## config.mk

```make
export PLATFORM = sky130hd
export DESIGN_NAME = tick_timer
export DESIGN_NICKNAME = d
export VERILOG_FILES = /design/src/rtl/tick_timer_pkg.sv /design/src/rtl/tt_prescaler.sv /design/src/rtl/tt_down_counter.sv /design/src/rtl/tick_timer.sv
export SDC_FILE = /design/constraint.sdc
export NUM_CORES = 1
export LEC_CHECK = 0
export BUFFER_PORTS_ARGS = -buffer_cell sky130_fd_sc_hd__buf_2
export CAP_MARGIN = 20
export CORE_UTILIZATION = 40
export CTS_CLUSTER_DIAMETER = 60
export DETAILED_ROUTE_END_ITERATION = 7
export PLACE_DENSITY_LB_ADDON = 0.3
export SYNTH_ARGS = -nofsm -noshare
export SYNTH_HDL_FRONTEND = slang
export SYNTH_SLANG_ARGS = --single-unit
```

## constraint.sdc

```tcl
create_clock -name clk -period 4.7 [get_ports clk]
set_clock_uncertainty 0.05 [all_clocks]
set_input_delay 0.94 -clock clk [delete_from_list [all_inputs] [get_ports clk]]
set_output_delay 0.94 -clock clk [all_outputs]
set_load 0.01 [all_outputs]
```

## src/rtl/tick_timer_pkg.sv

```systemverilog
package tick_timer_pkg;

    localparam int CNT_W = 16;

    localparam logic [7:0] ADDR_CTRL   = 8'h10;
    localparam logic [7:0] ADDR_RLD_LO = 8'h12;
    localparam logic [7:0] ADDR_RLD_HI = 8'h13;
    localparam logic [7:0] ADDR_PHASE  = 8'h20;

    localparam int B_BUSY = 7;
    localparam int B_EN   = 3;
    localparam int B_IE   = 2;
    localparam int B_FLAG = 1;
    localparam int B_MODE = 0;

    typedef struct packed {
        logic [2:0] rsv;
        logic       en;
        logic       ie;
        logic       flag;
        logic       mode;
    } ctrl_t;

endpackage

```

## src/rtl/tt_prescaler.sv

```systemverilog
module tt_prescaler #(
    parameter int PRE_DIV = 4
) (
    input  logic       clk,
    input  logic       rst_n,
    input  logic       tick_in,
    input  logic       clr,
    output logic       strobe,
    output logic [7:0] phase
);
    localparam int PH_W = (PRE_DIV > 1) ? $clog2(PRE_DIV) : 1;
    localparam logic [PH_W-1:0] LAST = PH_W'(PRE_DIV - 1);

    typedef struct packed {
        logic [PH_W-1:0] ph;
    } pre_state_t;

    pre_state_t s_d, s_q;

    always_comb begin
        s_d    = s_q;
        strobe = 1'b0;
        if (clr) begin
            s_d.ph = '0;
        end else if (tick_in) begin
            if (s_q.ph == LAST) begin
                s_d.ph = '0;
                strobe = 1'b1;
            end else begin
                s_d.ph = s_q.ph + 1'b1;
            end
        end
    end

    always_ff @(posedge clk or negedge rst_n) begin
        if (!rst_n) s_q <= '0;
        else        s_q <= s_d;
    end

    assign phase = 8'(s_q.ph);


    phase_clear_chk: assert property (@(posedge clk) disable iff (!rst_n)
        clr |=> (phase == 8'd0));

endmodule

```

## src/rtl/tt_down_counter.sv

```systemverilog
module tt_down_counter #(
    parameter int W = 16
) (
    input  logic         clk,
    input  logic         rst_n,
    input  logic         start,
    input  logic         step,
    input  logic [W-1:0] reload,
    output logic         expire
);
    typedef struct packed {
        logic [W-1:0] cnt;
    } cnt_state_t;

    cnt_state_t s_d, s_q;

    always_comb begin
        s_d    = s_q;
        expire = step && !start && (s_q.cnt == W'(1));
        if (start) begin
            s_d.cnt = reload;
        end else if (step) begin
            if (expire) s_d.cnt = reload;
            else        s_d.cnt = s_q.cnt - 1'b1;
        end
    end

    always_ff @(posedge clk or negedge rst_n) begin
        if (!rst_n) s_q <= '0;
        else        s_q <= s_d;
    end


    reload_on_expire_chk: assert property (@(posedge clk) disable iff (!rst_n)
        expire |=> (s_q.cnt == $past(reload)));

endmodule

```

## src/rtl/tick_timer.sv

```systemverilog
module tick_timer
    import tick_timer_pkg::*;
#(
    parameter int PRE_DIV        = 4,
    parameter int BUSY_CYC       = 3,
    parameter logic [15:0] RESET_RELOAD = 16'h8000
) (
    input  logic       clk,
    input  logic       rst_n,
    input  logic       tick_in,
    input  logic       bus_we,
    input  logic [7:0] bus_addr,
    input  logic [7:0] bus_wdata,
    output logic [7:0] bus_rdata,
    output logic       irq
);
    localparam int BW = $clog2(BUSY_CYC + 1);

    typedef struct packed {
        ctrl_t           ctrl;
        logic [CNT_W-1:0] reload;
        logic [BW-1:0]   busy_cnt;
    } top_state_t;

    top_state_t s_d, s_q;

    logic ctrl_wr, ctrl_ok, start, pre_clr, strobe, step, expire, busy;
    logic [7:0] phase;

    tt_prescaler #(.PRE_DIV(PRE_DIV)) u_pre (
        .clk(clk), .rst_n(rst_n), .tick_in(tick_in), .clr(pre_clr),
        .strobe(strobe), .phase(phase)
    );

    tt_down_counter #(.W(CNT_W)) u_cnt (
        .clk(clk), .rst_n(rst_n), .start(start), .step(step),
        .reload(s_q.reload), .expire(expire)
    );

    always_comb begin
        busy    = (s_q.busy_cnt != '0);
        ctrl_wr = bus_we && (bus_addr == ADDR_CTRL);
        ctrl_ok = ctrl_wr && !busy;
        start   = ctrl_ok && bus_wdata[B_EN] && !s_q.ctrl.en;
        pre_clr = bus_we && (bus_addr == ADDR_PHASE) && (bus_wdata == 8'h00);
        step    = s_q.ctrl.en && strobe;

        s_d = s_q;
        if (bus_we && bus_addr == ADDR_RLD_LO) s_d.reload[7:0]  = bus_wdata;
        if (bus_we && bus_addr == ADDR_RLD_HI) s_d.reload[15:8] = bus_wdata;
        if (busy) s_d.busy_cnt = s_q.busy_cnt - 1'b1;
        if (ctrl_ok) begin
            s_d.ctrl.rsv  = bus_wdata[6:4];
            s_d.ctrl.en   = bus_wdata[B_EN];
            s_d.ctrl.ie   = bus_wdata[B_IE];
            s_d.ctrl.mode = bus_wdata[B_MODE];
            if (bus_wdata[B_FLAG]) s_d.ctrl.flag = 1'b0;
            s_d.busy_cnt = BW'(BUSY_CYC);
        end
        if (expire) begin
            s_d.ctrl.flag = 1'b1;
            if (!s_q.ctrl.mode) s_d.ctrl.en = 1'b0;
        end
    end

    always_ff @(posedge clk or negedge rst_n) begin
        if (!rst_n) begin
            s_q          <= '0;
            s_q.reload   <= RESET_RELOAD;
        end else begin
            s_q <= s_d;
        end
    end

    always_comb begin
        case (bus_addr)
            ADDR_CTRL:   bus_rdata = {busy, s_q.ctrl};
            ADDR_RLD_LO: bus_rdata = s_q.reload[7:0];
            ADDR_RLD_HI: bus_rdata = s_q.reload[15:8];
            ADDR_PHASE:  bus_rdata = phase;
            default:     bus_rdata = 8'h00;
        endcase
    end

    assign irq = s_q.ctrl.flag & s_q.ctrl.ie;


    expire_sets_flag_chk: assert property (@(posedge clk) disable iff (!rst_n)
        expire |=> s_q.ctrl.flag);


    oneshot_stop_chk: assert property (@(posedge clk) disable iff (!rst_n)
        (expire && !s_q.ctrl.mode) |=> !s_q.ctrl.en);


    flag_clear_chk: assert property (@(posedge clk) disable iff (!rst_n)
        (ctrl_ok && bus_wdata[B_FLAG] && !expire) |=> !s_q.ctrl.flag);


    irq_needs_ie_chk: assert property (@(posedge clk) disable iff (!rst_n)
        $rose(irq) |-> s_q.ctrl.ie);


    busy_blocks_chk: assert property (@(posedge clk) disable iff (!rst_n)
        (ctrl_wr && busy && !expire) |=>
            $stable({s_q.ctrl.rsv, s_q.ctrl.en, s_q.ctrl.ie, s_q.ctrl.mode}));

endmodule

```

After elaboration in Yosys (flattened, before gate mapping). Index checks and enable logic that the tools add are counted.

Register bits: 43. Output and inout bits: 9. Logic and storage cells: 59.

Add/sub/neg operators: 3. Eq/ne operators: 6. Mux-type cells: 17. Bitwise logic cells: 1. Reduce and logical (&&, ||, !) cells: 22.

Operators with widths (count): two-way mux 16 bit (3); one-hot mux 8 bit (4 select lines) (1); equality test 8 x 5 -> 1 bit, second input constant (3); equality test 16 x 1 -> 1 bit, second input constant (1); subtractor 16 x 1 -> 16 bit, second input constant (1); nonzero test 2 bit (6); logical AND 1 bit (11); two-way mux 2 bit (5); equality test 8 x 6 -> 1 bit, second input constant (1); zero test 8 bit (1); two-way mux 1 bit (7); two-way mux 4 bit (1); zero test 1 bit (3); adder 2 x 1 -> 2 bit, second input constant (1); equality test 2 bit, second input constant (1); AND reduction 2 bit (1); subtractor 2 x 1 -> 2 bit, second input constant (1); AND 1 bit (1).

Depth between registers and ports, before layout.
Depth in word-level cells: 11. Mapped depth: 10.

Cells and area by module. From an unflattened synthesis, not the netlist that was laid out.

Cells, all modules: 257. Area, all modules: 2568.7 µm².

By module, submodules not included: tick_timer (instances 1, cells each 110, area an instance 1278.7 µm², sequential area each 626.9 µm²); tt_down_counter (instances 1, cells each 130, area an instance 1133.6 µm², sequential area each 400.4 µm²); tt_prescaler (instances 1, cells each 17, area an instance 156.4 µm², sequential area each 50.0 µm²).

Least setup slack after synthesis. Ideal clock, no wire load.

Kind: input to output. From: input port bus_addr[7]. To: output port bus_rdata[7]. Data arrival time: 2.026 ns. Required time: 3.710 ns. Path slack: 1.684 ns. Stages on the path: 5. Path buffers: 0. Cells stage by stage: nor4b_1 -> nand3_1 -> nor2_2 -> a22oi_1 -> o21ai_0.

Longest elaborated chain between the ends: 2. Elaborated cells on any way between the ends: 5. Classes of those cells: eq/ne: 4; mux: 1.

RTL lines: start: declaration (line tick_timer.sv:12) `input logic [7:0] bus_addr,`; equality test 8 x 6 -> 1 bit or equality test 8 x 5 -> 1 bit (tied branches) (line tick_timer.sv:76) `case (bus_addr)`; one-hot mux 8 bit (4 select lines) * (line tick_timer.sv:76); end: declaration (line tick_timer.sv:14) `output logic [7:0] bus_rdata,`.

Every way passes the cells marked *; elsewhere a longest branch is shown, timed or not.

Worst setup path in the final report.
From: input port bus_addr[7]. To: output port bus_rdata[1].

Same word-level chain as after synthesis.

==> reports/results.txt <==
Die ar. -> 6260 um^2
# clock sinks -> 43
R2R Setup Slk -> 2340 ps
# fillers -> 565
reg2reg end -> u_cnt.s_q[4]$_DFFE_PN0P_
CTS tree -> built
synthesized area -> 2380 um^2
Layout area overhead -> 14.3%
post_cts resized -> 0
crit path max fanout -> 9
sw power -> 0.000227 W
total grt overflow -> 0
combinational share of power -> 13.9%
Worst path most repeated cell -> buf_2
min cycle time layout -> 3500 ps
Residual DRC -> 0
I/O Pins -> 29
drt via density -> 5.82
library cells used by synthesis -> 39
power per cell area -> 310 nW/um^2
Mapped Nets -> 272
clock latency at the later pin of the worst-skew pair -> 300 ps
CTS Hold Bufs -> 0
status -> complete, no violations
GRT Overall Usage -> 20.0%
Pre-antenna DRT Iters -> 7
final worst setup slack -> 1200 ps
Lkg Pwr -> 1.30 nW
sequential cell area -> 1080 um^2
Seq pwr share -> 50.6%
Worst Setup End Kind -> output pin
CP max-delay cell -> nor4b_1
Setup Viol. Count Final -> 0
Register-to-Register Path Depth -> 8
drt wl/cell -> 16.3 um
post-synthesis async set-or-reset flop share -> 100%
Worst-path clk slew -> 90 ps
sequential area share after synthesis -> 45.3%
Setup Crit Path Kind -> input pin to output pin
DR iter-0 viols -> 126
Worst-Margin Slew -> 665 ps
type of the worst min-delay path -> input pin to asynchronous set/reset pin
Clk pwr share -> 35.5%
Post-CTS Setup Inserts -> 0
Peak VDD IR -> 0.000194 V
reg-to-reg startpoint -> u_cnt.s_q[1]$_DFFE_PN0P_
Core Rows -> 27
die height -> 79.1 um
setup TNS -> 0 ps
RSZ-0062 raised after global routing -> no
pre-CTS WS -> 1250 ps
Pint -> 0.000616 W
initial antenna violation count -> 0
Rel. slew slack -> 55.3%
Post-synth top flop -> dfrtp_1
number of flops mapped to enable cells by yosys -> 0
Levels on crit path -> 7
Initial Utilization -> 42.4%
most frequent cells in the layout -> 42 x dfrtp_1, 28 x buf_2, 23 x inv_1, 21 x nand2_1, 20 x o21ai_0
vias in the first global route -> 1,924
crit-path cells -> buf_2, nor4b_1, nand3_1, nor2_2, a222oi_1, nand2_1, buf_2
Port Buffer Count -> 28
vias -> 2,038
H-tree levels -> 2
# Max-Cap Violations -> 0
gp weighted congestion -> 0.805
fin crit share -> 74.5%
clock root buffer -> clkbuf_8
WP data arrival -> 2510 ps
post-synthesis sequential element count -> 43
CTS Buf Count -> 5
Worst setup SP type -> input pin
syn avg cell area -> 9.59 um^2
YS warnings -> 0
Slew Limit Fails -> 0
n_diodes -> 0
HPWL after DPL -> 4.09 mm
Final nets -> 301
area occupied by multi-input gates -> 1160 um^2
Worst Path Required -> 3710 ps
CP peak stage delay -> 490 ps
layout cells sized above 1 -> 25.2%
final antenna-violating net count -> 0
Horiz. Die Dim -> 79.1 um
worst path buffer plus inverter count -> 2
Core Region -> 5610 um^2
largest net degree at the start of global routing -> 44
most common library cell in the layout ignoring fill and taps -> dfrtp_1
endpoints failing hold -> 0
max frequency -> 285 MHz
Cells after Synth -> 248
first-pass GRT wire length -> 9.60 mm
switching share of power -> 26.9%
total routed wirelength -> 5.71 mm
clock tree buffer depth -> 2
CP top delay family -> simple AND/OR/NAND/NOR gates
==> registers in the layout (all words and copies together), names as in the netlist <==
| name | cells |
|---|---|
| s_q | 25 |
| u_cnt.s_q | 16 |
| u_pre.s_q | 2 |
==> kinds of logic after synthesis <==
kind of cell             Yosys count  share of synthesized area [%]
AND/OR/NAND/NOR                   85                           19.4
multiplexers                      25                           11.5
buffers and inverters             33                           5.94
AO/OA/AOI/OAI                     58                           15.8
flip-flops                        43                           45.3
adder cells (fa/ha/maj)            4                           2.10
==> final cells by class <==
class                           count  area share [%]
Sequential cell                    43            39.6
Multi-Input combinational cell    172            42.8
Timing Repair Buffer               32            6.86
Clock buffer                        5            2.53
Tap cell                           72            3.31
Clock inverter                      3            1.70
Inverter                           23            3.18
==> per-layer routing <==
metal  vias to the layer above  track usage, %  share of wire [%]
li1                        966               -                  -
met1                      1007            28.2                 46
met2                        57            31.8                 47
met3                         8            3.45                6.7
met4                         0            5.09                1.0
met5                         -               0                  0
==> power groups by stage <==
stage / registers [W] / logic [W] / clock network (W)
after floorplan: 0.000425 / 0.0000786 / 0
after global placement: 0.000433 / 0.000110 / 0
after detailed placement: 0.000433 / 0.000115 / 0
after CTS: 0.000426 / 0.000116 / 0.000305
after global routing: 0.000431 / 0.000137 / 0.000321
final: 0.000427 / 0.000117 / 0.000299
==> worst max path at each step <==
stage	start	to	slack, ps
3_5_place_dp	bus_addr[7]	bus_rdata[7]	1250
6_report	bus_addr[7]	bus_rdata[1]	1200
3_3_place_gp	bus_addr[7]	bus_rdata[1]	1310
5_1_grt	bus_addr[7]	bus_rdata[6]	1070
2_1_floorplan	bus_addr[7]	bus_rdata[7]	1680
4_1_cts	bus_addr[7]	bus_rdata[5]	1220
==> cell usage after synthesis, types with 2 or more instances <==
library cell | count | area [um^2]
a21oi_1 | 5 | 25.0
a222oi_1 | 7 | 70.1
a22oi_1 | 13 | 97.6
and2_1 | 4 | 25.0
and4b_1 | 2 | 20.0
buf_2 | 2 | 10.0
buf_6 | 2 | 22.5
clkbuf_1 | 6 | 22.5
dfrtp_1 | 42 | 1050
ha_1 | 4 | 50.1
inv_1 | 23 | 86.3
mux2_2 | 19 | 214
mux2i_1 | 6 | 60.1
nand2_1 | 21 | 78.8
nand3_1 | 8 | 40.0
nand4_1 | 12 | 75.1
nor2_1 | 16 | 60.1
nor2_2 | 3 | 18.8
nor3_1 | 2 | 10.0
nor4_1 | 4 | 25.0
o21ai_0 | 21 | 105
o21ai_1 | 6 | 30.0
o22ai_1 | 3 | 18.8
or2_2 | 2 | 12.5
==> through the flow <==
stage	total power [W]	utilization, %	std cells	instance area [um^2]	hold WS [ps]
6_report	0.000843	48.5	350	2720	392
3_3_place_gp	0.000543	45.9	340	2570	419
4_1_cts	0.000846	47.9	348	2690	442
3_5_place_dp	0.000549	45.9	340	2570	431
5_1_grt	0.000889	48.5	350	2720	397
2_1_floorplan	0.000504	-	248	2380	396
(Power assumes the default switching activity.)
